### src/rtl/spiseq_pkg.sv
// Shared types for the serial flash sequencer.
// Assumes: request codes 9..15 are reserved and decode as status read.
package spiseq_pkg;

    typedef enum logic [3:0] {
        OP_READ       = 4'd0,
        OP_FAST       = 4'd1,
        OP_PROG       = 4'd2,
        OP_ERASE_4K   = 4'd3,
        OP_ERASE_32K  = 4'd4,
        OP_ERASE_64K  = 4'd5,
        OP_ERASE_CHIP = 4'd6,
        OP_IDENT      = 4'd7,
        OP_STATUS     = 4'd8
    } op_e;

    typedef enum logic [1:0] {
        T_WREN,
        T_MAIN,
        T_POLL
    } trn_e;

    localparam logic [7:0] CMD_WREN   = 8'h06;
    localparam logic [7:0] CMD_STATUS = 8'h05;

    // Operations that alter the array and need enable plus busy polling.
    function automatic logic op_is_mod(op_e op);
        return (op == OP_PROG) || (op == OP_ERASE_4K) || (op == OP_ERASE_32K) ||
               (op == OP_ERASE_64K) || (op == OP_ERASE_CHIP);
    endfunction

endpackage

### src/rtl/spiseq_decode.sv
// Header builder: gives the header length and the header byte at a given
// index for the current transaction type and operation.
// Assumes: idx counts header bytes from 0 (opcode first).
module spiseq_decode
    import spiseq_pkg::*;
(
    input  op_e         op,
    input  trn_e        trn,
    input  logic [23:0] addr,
    input  logic [7:0]  wdata,
    input  logic [2:0]  idx,
    output logic [2:0]  hdr_len,
    output logic [7:0]  hdr_byte
);

    logic [7:0] opc;

    // Opcode byte for each operation.
    always_comb begin
        case (op)
            OP_READ:       opc = 8'h03;
            OP_FAST:       opc = 8'h0B;
            OP_PROG:       opc = 8'h02;
            OP_ERASE_4K:   opc = 8'h20;
            OP_ERASE_32K:  opc = 8'h52;
            OP_ERASE_64K:  opc = 8'hD8;
            OP_ERASE_CHIP: opc = 8'h60;
            OP_IDENT:      opc = 8'h9F;
            default:       opc = CMD_STATUS;
        endcase
    end

    // Header length: opcode, optional address, optional dummy or write byte.
    always_comb begin
        if (trn != T_MAIN) begin
            hdr_len = 3'd1;
        end else begin
            case (op)
                OP_FAST, OP_PROG:                                    hdr_len = 3'd5;
                OP_READ, OP_ERASE_4K, OP_ERASE_32K, OP_ERASE_64K:    hdr_len = 3'd4;
                default:                                             hdr_len = 3'd1;
            endcase
        end
    end

    // Byte at position idx of the header.
    always_comb begin
        case (idx)
            3'd0:    hdr_byte = (trn == T_WREN) ? CMD_WREN :
                                (trn == T_POLL) ? CMD_STATUS : opc;
            3'd1:    hdr_byte = addr[23:16];
            3'd2:    hdr_byte = addr[15:8];
            3'd3:    hdr_byte = addr[7:0];
            default: hdr_byte = (op == OP_PROG) ? wdata : 8'h00;
        endcase
    end

endmodule

### src/rtl/spiseq_shifter.sv
// One-byte mode-0 SPI engine: on start, shifts tx out MSB first with SCK
// phases of 'half' clocks, samples MISO on each rising edge, pulses done
// once SCK has fallen after the eighth bit.
// Assumes: half >= 1; start is only raised while not busy.
module spiseq_shifter #(
    parameter int DIV_W = 8
) (
    input  logic             clk,
    input  logic             rst_n,
    input  logic             start,
    input  logic [7:0]       tx,
    input  logic [DIV_W-1:0] half,
    input  logic             miso,
    output logic             sck,
    output logic             mosi,
    output logic             busy,
    output logic             done,
    output logic [7:0]       rx
);

    logic             active;
    logic             sck_q;
    logic             done_q;
    logic [7:0]       sh;
    logic [7:0]       rx_q;
    logic [2:0]       bitn;
    logic [DIV_W-1:0] cnt;
    logic [DIV_W:0]   cnt_nx;
    logic             phase_end;

    assign cnt_nx    = {1'b0, cnt} + {{DIV_W{1'b0}}, 1'b1};
    assign phase_end = (cnt_nx >= {1'b0, half});

    // Bit engine: phase timing, SCK toggling, shift out and sample in.
    always_ff @(posedge clk) begin
        if (!rst_n) begin
            active <= 1'b0;
            sck_q  <= 1'b0;
            done_q <= 1'b0;
            sh     <= 8'h00;
            rx_q   <= 8'h00;
            bitn   <= 3'd0;
            cnt    <= '0;
        end else begin
            done_q <= 1'b0;
            if (start && !active) begin
                active <= 1'b1;
                sh     <= tx;
                bitn   <= 3'd0;
                cnt    <= '0;
            end else if (active) begin
                if (phase_end) begin
                    cnt <= '0;
                    if (!sck_q) begin
                        sck_q <= 1'b1;
                        rx_q  <= {rx_q[6:0], miso};
                    end else begin
                        sck_q <= 1'b0;
                        sh    <= {sh[6:0], 1'b0};
                        if (bitn == 3'd7) begin
                            active <= 1'b0;
                            done_q <= 1'b1;
                        end else begin
                            bitn <= bitn + 3'd1;
                        end
                    end
                end else begin
                    cnt <= cnt_nx[DIV_W-1:0];
                end
            end
        end
    end

    assign sck  = sck_q;
    assign mosi = active ? sh[7] : 1'b0;
    assign busy = active;
    assign done = done_q;
    assign rx   = rx_q;

    // MOSI must not move on the cycle SCK rises.
    p_mosi_stable_r4: assert property (@(posedge clk) disable iff (!rst_n)
        $rose(sck_q) |-> $stable(mosi));

    // SCK is only high while a byte is in flight.
    p_sck_in_byte_r4: assert property (@(posedge clk) disable iff (!rst_n)
        sck_q |-> active);

endmodule

### src/rtl/spi_flash_seq.sv
// Serial flash host command sequencer: accepts one request, inserts the
// write-enable transaction for modifying operations, runs the main
// transaction, polls status until not busy, streams read bytes out.
// Assumes: div_fast, div_slow >= 1; client holds request fields with req_valid.
module spi_flash_seq
    import spiseq_pkg::*;
#(
    parameter int DIV_W = 8,
    parameter int GAP_W = 8,
    parameter int LEN_W = 16
) (
    input  logic             clk,
    input  logic             rst_n,
    input  logic             req_valid,
    output logic             req_ready,
    input  logic [3:0]       req_op,
    input  logic [23:0]      req_addr,
    input  logic [7:0]       req_wdata,
    input  logic [LEN_W-1:0] req_len,
    output logic             rd_valid,
    input  logic             rd_ready,
    output logic [7:0]       rd_data,
    output logic             done,
    input  logic [DIV_W-1:0] div_fast,
    input  logic [DIV_W-1:0] div_slow,
    input  logic [GAP_W-1:0] cs_gap,
    output logic             spi_cs_n,
    output logic             spi_sck,
    output logic             spi_mosi,
    input  logic             spi_miso
);

    typedef enum logic [2:0] {S_IDLE, S_GAP, S_NEXT, S_XFER, S_RDOUT, S_END} st_e;

    st_e              st;
    trn_e             trn;
    op_e              op_q;
    logic [23:0]      addr_q;
    logic [7:0]       wd_q;
    logic [LEN_W-1:0] rem;
    logic [2:0]       idx;
    logic [GAP_W-1:0] gap_cnt;
    logic             cs_q;
    logic             done_q;
    logic [7:0]       rd_q;
    logic             rxph;
    logic             stat_busy;

    logic [2:0]       hdr_len;
    logic [7:0]       hdr_byte;
    logic             in_hdr;
    logic             eng_start;
    logic [7:0]       eng_tx;
    logic [DIV_W-1:0] eng_half;
    logic             eng_busy;
    logic             eng_done;
    logic [7:0]       eng_rx;
    op_e              req_op_e;

    assign req_op_e  = op_e'(req_op);
    assign in_hdr    = (idx < hdr_len);
    assign eng_start = (st == S_NEXT) && (in_hdr || (rem != '0));
    assign eng_tx    = in_hdr ? hdr_byte : 8'h00;
    assign eng_half  = (op_q == OP_READ) ? div_slow : div_fast;

    spiseq_decode i_decode (
        .op       (op_q),
        .trn      (trn),
        .addr     (addr_q),
        .wdata    (wd_q),
        .idx      (idx),
        .hdr_len  (hdr_len),
        .hdr_byte (hdr_byte)
    );

    spiseq_shifter #(.DIV_W(DIV_W)) i_shifter (
        .clk   (clk),
        .rst_n (rst_n),
        .start (eng_start),
        .tx    (eng_tx),
        .half  (eng_half),
        .miso  (spi_miso),
        .sck   (spi_sck),
        .mosi  (spi_mosi),
        .busy  (eng_busy),
        .done  (eng_done),
        .rx    (eng_rx)
    );

    // Request and transaction sequencing.
    always_ff @(posedge clk) begin
        if (!rst_n) begin
            st        <= S_IDLE;
            trn       <= T_MAIN;
            op_q      <= OP_READ;
            addr_q    <= '0;
            wd_q      <= '0;
            rem       <= '0;
            idx       <= '0;
            gap_cnt   <= '0;
            cs_q      <= 1'b1;
            done_q    <= 1'b0;
            rd_q      <= '0;
            rxph      <= 1'b0;
            stat_busy <= 1'b0;
        end else begin
            done_q <= 1'b0;
            case (st)
                S_IDLE: if (req_valid) begin
                    op_q    <= req_op_e;
                    addr_q  <= req_addr;
                    wd_q    <= req_wdata;
                    trn     <= op_is_mod(req_op_e) ? T_WREN : T_MAIN;
                    rem     <= op_is_mod(req_op_e) ? '0 : req_len;
                    idx     <= '0;
                    gap_cnt <= '0;
                    st      <= S_GAP;
                end
                S_GAP: begin
                    if (gap_cnt >= cs_gap) begin
                        cs_q <= 1'b0;
                        idx  <= '0;
                        st   <= S_NEXT;
                    end else begin
                        gap_cnt <= gap_cnt + GAP_W'(1);
                    end
                end
                S_NEXT: begin
                    if (in_hdr) begin
                        idx  <= idx + 3'd1;
                        rxph <= 1'b0;
                        st   <= S_XFER;
                    end else if (rem != '0) begin
                        rxph <= 1'b1;
                        st   <= S_XFER;
                    end else begin
                        st <= S_END;
                    end
                end
                S_XFER: if (eng_done) begin
                    if (rxph) begin
                        rem <= rem - LEN_W'(1);
                        if (trn == T_POLL) begin
                            stat_busy <= eng_rx[0];
                            st        <= S_NEXT;
                        end else begin
                            rd_q <= eng_rx;
                            st   <= S_RDOUT;
                        end
                    end else begin
                        st <= S_NEXT;
                    end
                end
                S_RDOUT: if (rd_ready) st <= S_NEXT;
                S_END: begin
                    cs_q    <= 1'b1;
                    gap_cnt <= '0;
                    if (trn == T_WREN) begin
                        trn <= T_MAIN;
                        st  <= S_GAP;
                    end else if ((trn == T_MAIN && op_is_mod(op_q)) ||
                                 (trn == T_POLL && stat_busy)) begin
                        trn <= T_POLL;
                        rem <= LEN_W'(1);
                        st  <= S_GAP;
                    end else begin
                        done_q <= 1'b1;
                        st     <= S_IDLE;
                    end
                end
                default: st <= S_IDLE;
            endcase
        end
    end

    assign req_ready = (st == S_IDLE);
    assign rd_valid  = (st == S_RDOUT);
    assign rd_data   = rd_q;
    assign done      = done_q;
    assign spi_cs_n  = cs_q;

    // Chip select only rises between bytes.
    p_cs_byte_edge_r6: assert property (@(posedge clk) disable iff (!rst_n)
        $rose(spi_cs_n) |-> !eng_busy && !spi_sck);

    // SCK idles low whenever the flash is deselected.
    p_sck_idle_r4: assert property (@(posedge clk) disable iff (!rst_n)
        spi_cs_n |-> !spi_sck);

    // A waiting returned byte stays put until taken.
    p_rd_hold_r9: assert property (@(posedge clk) disable iff (!rst_n)
        rd_valid && !rd_ready |=> rd_valid && $stable(rd_data));

    // Accepting a request closes the request port.
    p_ready_drop_r10: assert property (@(posedge clk) disable iff (!rst_n)
        req_valid && req_ready |=> !req_ready);

    // Completion is a single cycle wide.
    p_done_pulse_r11: assert property (@(posedge clk) disable iff (!rst_n)
        done |=> !done);

    // No SCK activity while a returned byte is waiting.
    p_stall_quiet_r9: assert property (@(posedge clk) disable iff (!rst_n)
        rd_valid |-> !eng_busy);

endmodule

### config.mk
export PLATFORM = sky130hd
export DESIGN_NAME = spi_flash_seq
export DESIGN_NICKNAME = d
export VERILOG_FILES = /design/src/rtl/spiseq_pkg.sv /design/src/rtl/spiseq_decode.sv /design/src/rtl/spiseq_shifter.sv /design/src/rtl/spi_flash_seq.sv
export SDC_FILE = /design/constraint.sdc
export NUM_CORES = 1
export LEC_CHECK = 0
export ABC_CLOCK_PERIOD_IN_PS = 4600
export BUFFER_PORTS_ARGS = -buffer_cell sky130_fd_sc_hd__buf_2
export CAP_MARGIN = 10
export CORE_UTILIZATION = 35
export CTS_CLUSTER_SIZE = 16
export DETAILED_ROUTE_END_ITERATION = 8
export PLACE_DENSITY = 0.56
export RECOVER_POWER = 100
export SLEW_MARGIN = 20
export SYNTH_ARGS = -nofsm -noshare
export SYNTH_HDL_FRONTEND = slang
export SYNTH_SLANG_ARGS = --single-unit
### constraint.sdc
create_clock -name clk -period 4.6 [get_ports clk]
set_input_delay 0.23 -clock clk [delete_from_list [all_inputs] [get_ports clk]]
set_output_delay 0.23 -clock clk [all_outputs]
set_load 0.05 [all_outputs]
Word-level counts from Yosys, hierarchy flattened:

Memories as Yosys holds them, arrays and structs flattened. A register that Yosys moved wholly into a read port is not among the register bits.
Cells that the tools add are included.

* register bits: 110
* word-level logic and storage cells: 177
* bits in writable memories: 0
* bits in latches: 0
* memories kept: 1
* input port bits: 81
* memory bits (read-only): 64
* output and inout port bits: 14

Memories
* (name not given): depth 8, bits a word 8, rd ports 1, clocked after memory_dff 1, wr ports 0, line spiseq_decode.sv:20 `case (op)`

* divide/modulo/power cells: 0
* bitwise operators: 8
* shift operators: 0
* $add $sub $neg: 5
* equality and inequality tests: 33
* reduce and logical (&&, ||, !) cells: 48
* muxes and demuxes: 59
* $mul: 0
* $lt $le $gt $ge: 3

Operator list (count)
* $mux 8: 13
* $mux 16: 6
* $pmux 16 s3: 1
* $mux 3: 14
* $pmux 8 s4: 1
* $eq 4x3->1 const B: 6
* $pmux 8 s3: 1
* $reduce_and 4->1: 6
* $pmux 3 s6: 1
* $eq 4x2->1 const B: 4
* $reduce_bool 16->1: 1
* $sub 16x1->16 const B: 1
* $mux 1: 15
* $ne 2x2->1 const B: 7
* $eq 3x2->1 const B: 4
* $reduce_and 3->1: 4
* $reduce_bool 2->1: 6
* $logic_or 1x1->1: 10
* $add 8x1->9 const B: 1
* $eq 3x3->1 const B: 3
* $ge 9x8->1: 1
* $pmux 3 s3: 1
* $reduce_bool 3->1: 3
* $add 8x1->8 const B: 1
* 25 further kinds: 45

Logic depth before layout (Yosys ltp):

* depth in word-level cells: 10
* depth in mapped cells: 12
* depth with buffers taken out: 11

Hierarchy:

Synthesis repeated with hierarchy kept, for this count alone.

* cells, all modules: 791
* area, all modules: 6518.8 µm²

Modules (own cells, without submodules)
* spi_flash_seq: seq. area each 1601.5 µm², cells an instance 527, instances 1, area an instance 4194.0 µm²
* spiseq_shifter: seq. area each 600.6 µm², cells an instance 184, instances 1, area an instance 1724.2 µm²
* spiseq_decode: seq. area each 0.0 µm², cells an instance 80, instances 1, area an instance 600.6 µm²

Least setup slack after synthesis:

OpenSTA, ideal clock, no wires.

* path kind: reg2reg
* from: reg op_q[1]
* to: reg i_shifter.sh[6]
* required time: 4.481 ns
* period minus slack after synthesis: 3.296 ns
* library setup time: 0.119 ns
* setup slack: 1.304 ns
* stages on the path, launching flop included: 12
* path buffers: 2
* arrival time: 3.177 ns
* cells stage by stage: dfxtp_1 buf_4 nor4_2 mux2_2 ha_1 nand2b_1 a211oi_1 o211ai_1 nand3_1 buf_1 mux2i_1 a21oi_1

* longest elaborated chain between the ends: 10
* elaborated cells between the ends (all ways): 24
* those cells by class: order compare: 2; eq/ne: 5; mux: 7; reduce/logical: 10

Ends and longest elaborated chain
* from (decl): line spi_flash_seq.sv:37 `op_e op_q;`
* from (signal assigned): line spi_flash_seq.sv:110 `op_q <= req_op_e;`
* $eq 4x2->1, or another cell as far along: line spiseq_decode.sv:38 `case (op)`
* $reduce_or 4->1 / $reduce_or 2->1 (equally long branches): line spiseq_decode.sv:38
* $pmux 3 s2: line spiseq_decode.sv:38
* $mux 3: line spiseq_decode.sv:35 `if (trn != T_MAIN) begin`
* $lt 3x3->1: line spi_flash_seq.sv:61 `assign in_hdr = (idx < hdr_len);`
* $logic_or 1x1->1: line spi_flash_seq.sv:62 `assign eng_start = (st == S_NEXT) && (in_hdr || (rem != '0));`
* $logic_and 1x1->1: line spi_flash_seq.sv:62
* $logic_and 1x1->1: line spiseq_shifter.sv:46 `if (start && !active) begin`
* $reduce_bool 2->1 (no source line)
* $reduce_and 3->1 (no source line)
* to (signal assigned): line spiseq_shifter.sv:48 `sh <= tx;`
* to (signal assigned): line spiseq_shifter.sv:59 `sh <= {sh[6:0], 1'b0};`
* to (decl): line spiseq_shifter.sv:24 `logic [7:0] sh;`

Parallel ways exist; a longest one is shown, timed or not.
A chain may end at the register's enable or synchronous reset.

Worst setup path after layout:

* from: reg op_q[1]
* to: reg i_shifter.sh[1]

The elaborated chain is that of the path after synthesis.

==> results.sh <==
export IMPL_clock_tree_from_tritoncts="done"
export IMPL_die_footprint_sq_um=18000
export IMPL_setup_tns_ps=0
export IMPL_combPwrFrac=0.289
export IMPL_timing_hold_worst_class="in2reg"
export IMPL_drt_total_wl_um=15000
export IMPL_cts_setup_buffers=0
export IMPL_hold_path_endpoint="addr_q[9]"
export IMPL_critical_path_max_fanout=13
export IMPL_initialDrtViolationCount=365
export IMPL_num_antenna_cells=0
export IMPL_pwr_density_cell_nw_per_um2=542
export IMPL_yosysTopAreaCell="sky130_fd_sc_hd__dfxtp_1"
export IMPL_vias_per_cell=5.20
export IMPL_clock_sinks=118
export IMPL_final_min_clock_period_ps=3660
export IMPL_netlist_instances=747
export IMPL_rsz0062_at_grt="no"
export IMPL_finalSetupViolCount=0
export IMPL_drc_errors=0
export IMPL_wire_per_inst_um=14.2
export IMPL_share_of_post_route_cells_with_drive_strength_above_1=0.156
export IMPL_post_route_period_util=0.796
export IMPL_place_hpwl_um=10600
export IMPL_power_frac_seq=0.334
export IMPL_primary_ff_master_synth="sky130_fd_sc_hd__dfxtp_1"
export IMPL_yosys_warnings=0
export IMPL_syn_num_nets=861
export IMPL_ff2ff_setup_slack_ps=940
export IMPL_routing_layer_with_the_top_usage_in_global_route="met2"
export IMPL_num_vias=5476
export IMPL_worst_slew_margin_rel=-0.196
export IMPL_globalRoute_totalOverflow=0
export IMPL_met2_grt_util=0.269
export IMPL_h_tree_depth=4
export IMPL_final_area_sq_um=7340
export IMPL_worstPathArrival_ps=3950
export IMPL_num_rows=47
export IMPL_power_internal_mw=2.67
export IMPL_hold_path_cell_count=3
export IMPL_critical_path_endpoint_type="register"
export IMPL_grt_total_usage=0.174
export IMPL_design_portCount=95
export IMPL_fmax_mhz=273
export IMPL_grtUsageMet3=0.0480
export IMPL_synth_largest_type_area_fraction=0.387
export IMPL_route_antenna_remaining_nets=0
export IMPL_yosys_reg_bits=118
export IMPL_die_h_um=134
export IMPL_async_flop_share=0
export IMPL_drt_pass1_iterations=5
export IMPL_clkPwrFrac=0.377
export IMPL_rr_worst_depth=10
export IMPL_initial_antenna_violation_count=0
export IMPL_numCtsBuffers=17
export IMPL_buffer_ports_inserted=94
export IMPL_required_ps=4890
export IMPL_final_hold_viol_count=0
export IMPL_clk_insertion_delay_late_ps=410
export IMPL_largest_vdd_supply_drop_uv=304
export IMPL_ctsResizeCount=0
export IMPL_area_added_between_synthesis_and_finish_pct=20.2
export IMPL_cts_hold_buffers=0
export IMPL_static_leakage_power_nw=3.13
export IMPL_total_switching_power_mw=1.31
export IMPL_syn_cell_area_sq_um=6110
export IMPL_globalRouteMet1Util=0.239
export IMPL_global_route_wire_length_before_repair_um=25000
export IMPL_tightest_slew_ps=1790
export IMPL_violated_checks="max-capacitance violations, max-slew violations"
export IMPL_cts_max_path_buffers=2
export IMPL_max_cap_viol_count=3
export IMPL_synth_enable_flop_cells=0
export IMPL_postSynthAreaPerCell_sq_um=8.18
export IMPL_worstSetupPathType="reg2reg"
export IMPL_fin_worst_skew_ps=10.9
export IMPL_switching_share=0.330
export IMPL_synth_yosys_seq_area_share=0.387
export IMPL_finish_utilization=0.437
export IMPL_pin_count_of_the_biggest_net_entering_global_routing=46
export IMPL_first_global_vias=5092
export IMPL_worst_setup_hold_path_clk_slew_ps=50
export IMPL_worstReg2RegStart="op_q[1]"
export IMPL_outcome="finished with violations"
export IMPL_crit_path_start_kind="register"
export IMPL_gp_routability_congestion=0.847
export IMPL_timing_hold_ws_ps=55.0
export IMPL_holdCritStartpoint="req_addr[9]"
export IMPL_ctsRootBufferMaster="sky130_fd_sc_hd__clkbuf_16"
export IMPL_die_width_um=134
export IMPL_core_area_sq_um=16800
export IMPL_final_nets=937
export IMPL_synthTopCellsByArea="sky130_fd_sc_hd__dfxtp_1 (39%), sky130_fd_sc_hd__nand2_1 (8.0%), sky130_fd_sc_hd__ha_1 (6.8%)"
export IMPL_count_of_cell_types_in_the_netlist=64
export IMPL_drv_slew=108
export IMPL_n_fill_cell=1767
export IMPL_post_dp_cell_area_sq_um=6730
export IMPL_start_util=0.363
export IMPL_crit_reg2reg_capture="i_shifter.sh[1]"
per-layer routing:
layer | routed length [um] | vias to the layer above | share of wire
met5 | 0 | - | 0
met4 | 105 | 0 | 0.0070
met3 | 837 | 13 | 0.056
met2 | 6610 | 137 | 0.44
met1 | 7450 | 2516 | 0.50
li1 | - | 2810 | -
registers in the layout, summed over array words and instances, names as in the netlist, 2 cells and up, named ones only:
| register | flops |
|---|---|
| addr_q | 24 |
| gap_cnt | 8 |
| i_shifter.bitn | 3 |
| i_shifter.cnt | 8 |
| i_shifter.rx | 8 |
| i_shifter.sh | 8 |
| idx | 3 |
| op_q | 4 |
| rd_data | 8 |
| rem | 16 |
| st | 3 |
| trn | 2 |
| wd_q | 8 |
metrics by stage:
step	std cells	setup slack [ps]	power, mW
floorplan	747	1300	2.24
global placement	1024	1350	2.52
detailed placement	1024	1320	2.52
CTS	1054	1300	4.03
global route	1054	506	4.25
finish	1054	939	3.98
worst max-delay path by stage:
stage / slack, ps / from / end
after floorplan: 1300 / op_q[1] / i_shifter.sh[6]
final: 940 / op_q[1] / i_shifter.sh[1]
after global routing: 510 / st[2] / register
after detailed placement: 1320 / op_q[3] / i_shifter.sh[3]
after global placement: 1350 / op_q[3] / i_shifter.sh[3]
after CTS: 1300 / op_q[3] / i_shifter.sh[3]
power by group through the flow:
stage / Sequential (mW) / Clock, mW / Combinational (mW)
floorplan: 1.28 / 0 / 0.960
global placement: 1.35 / 0 / 1.17
detailed placement: 1.35 / 0 / 1.17
CTS: 1.33 / 1.53 / 1.18
global route: 1.36 / 1.58 / 1.31
finish: 1.33 / 1.50 / 1.15
logic make-up (layout without fill, tap and decap cells):
logic type,after synthesis,in the layout,synth area share
buffers and inverters,68,155,0.0459
XOR/XNOR,11,11,0.0158
adder cells (fa/ha/maj),33,33,0.0676
AO/OA/AOI/OAI,184,184,0.201
AND/OR/NAND/NOR,296,296,0.221
flip-flops,118,118,0.387
multiplexers,37,37,0.0614
layout by cell type, fill, tap and decap left out, types with 7 or more instances in the layout:
| cell | Yosys | final |
|---|---|---|
| sky130_fd_sc_hd__a21oi_1 | 69 | 69 |
| sky130_fd_sc_hd__a222oi_1 | 8 | 8 |
| sky130_fd_sc_hd__a31oi_1 | 10 | 10 |
| sky130_fd_sc_hd__a32o_1 | 7 | 7 |
| sky130_fd_sc_hd__and3_1 | 11 | 11 |
| sky130_fd_sc_hd__buf_2 | 8 | 80 |
| sky130_fd_sc_hd__clkbuf_1 | 27 | 18 |
| sky130_fd_sc_hd__clkbuf_16 | 0 | 17 |
| sky130_fd_sc_hd__dfxtp_1 | 118 | 118 |
| sky130_fd_sc_hd__ha_1 | 33 | 33 |
| sky130_fd_sc_hd__inv_1 | 25 | 24 |
| sky130_fd_sc_hd__mux2i_1 | 33 | 33 |
| sky130_fd_sc_hd__nand2_1 | 131 | 131 |
| sky130_fd_sc_hd__nand2b_1 | 14 | 14 |
| sky130_fd_sc_hd__nand3_1 | 19 | 19 |
| sky130_fd_sc_hd__nor2_1 | 61 | 62 |
| sky130_fd_sc_hd__nor2b_1 | 7 | 7 |
| sky130_fd_sc_hd__nor3_1 | 21 | 21 |
| sky130_fd_sc_hd__o21a_1 | 7 | 7 |
| sky130_fd_sc_hd__o21ai_0 | 26 | 26 |
| sky130_fd_sc_hd__xnor2_1 | 8 | 8 |
Yosys cell counts, types with 3 or more instances:
library cell and instances:
sky130_fd_sc_hd__xor2_1 3, sky130_fd_sc_hd__and3_1 11, sky130_fd_sc_hd__buf_2 8, sky130_fd_sc_hd__nand3_1 19
sky130_fd_sc_hd__a211oi_1 5, sky130_fd_sc_hd__clkbuf_1 27, sky130_fd_sc_hd__a22o_1 4, sky130_fd_sc_hd__and2_1 6
sky130_fd_sc_hd__dfxtp_1 118, sky130_fd_sc_hd__inv_1 25, sky130_fd_sc_hd__a31oi_1 10, sky130_fd_sc_hd__or3_1 4
sky130_fd_sc_hd__a222oi_1 8, sky130_fd_sc_hd__mux2_2 4, sky130_fd_sc_hd__nor4_1 3, sky130_fd_sc_hd__nand2_1 131
sky130_fd_sc_hd__nor3_1 21, sky130_fd_sc_hd__a21oi_1 69, sky130_fd_sc_hd__mux2i_1 33, sky130_fd_sc_hd__a21o_1 5
sky130_fd_sc_hd__o211ai_1 5, sky130_fd_sc_hd__nand4_1 4, sky130_fd_sc_hd__nor2b_1 7, sky130_fd_sc_hd__a32o_1 7
sky130_fd_sc_hd__o22ai_1 3, sky130_fd_sc_hd__buf_1 5, sky130_fd_sc_hd__o21ai_0 26, sky130_fd_sc_hd__nor2_1 61
sky130_fd_sc_hd__nor3b_1 3, sky130_fd_sc_hd__o221a_2 6, sky130_fd_sc_hd__o21a_1 7, sky130_fd_sc_hd__xnor2_1 8
sky130_fd_sc_hd__ha_1 33, sky130_fd_sc_hd__a22oi_1 6, sky130_fd_sc_hd__nand2b_1 14
worst max-delay path: stages (launching register included):
cell	delay, ps
sky130_fd_sc_hd__dfxtp_1	370
sky130_fd_sc_hd__nor4_1	280
sky130_fd_sc_hd__clkbuf_1	520
sky130_fd_sc_hd__mux2_2	410
sky130_fd_sc_hd__ha_1	260
sky130_fd_sc_hd__nand2b_1	130
sky130_fd_sc_hd__a211oi_1	310
sky130_fd_sc_hd__o211ai_1	270
sky130_fd_sc_hd__nand3_1	460
sky130_fd_sc_hd__nand2_1	230
sky130_fd_sc_hd__o221a_2	310
area by class of cell:
cell class                      count  area, sq um  share of cell area
Clock buffer                       21          470              0.0641
Clock inverter                      9          198              0.0269
Inverter                           25         93.8              0.0128
Multi-Input combinational cell    561         3460               0.471
Sequential cell                   118         2360               0.322
Tap cell                          220          275              0.0375
Timing Repair Buffer              100          487              0.0663
No activity file was read; power rests on OpenSTA's default activity.
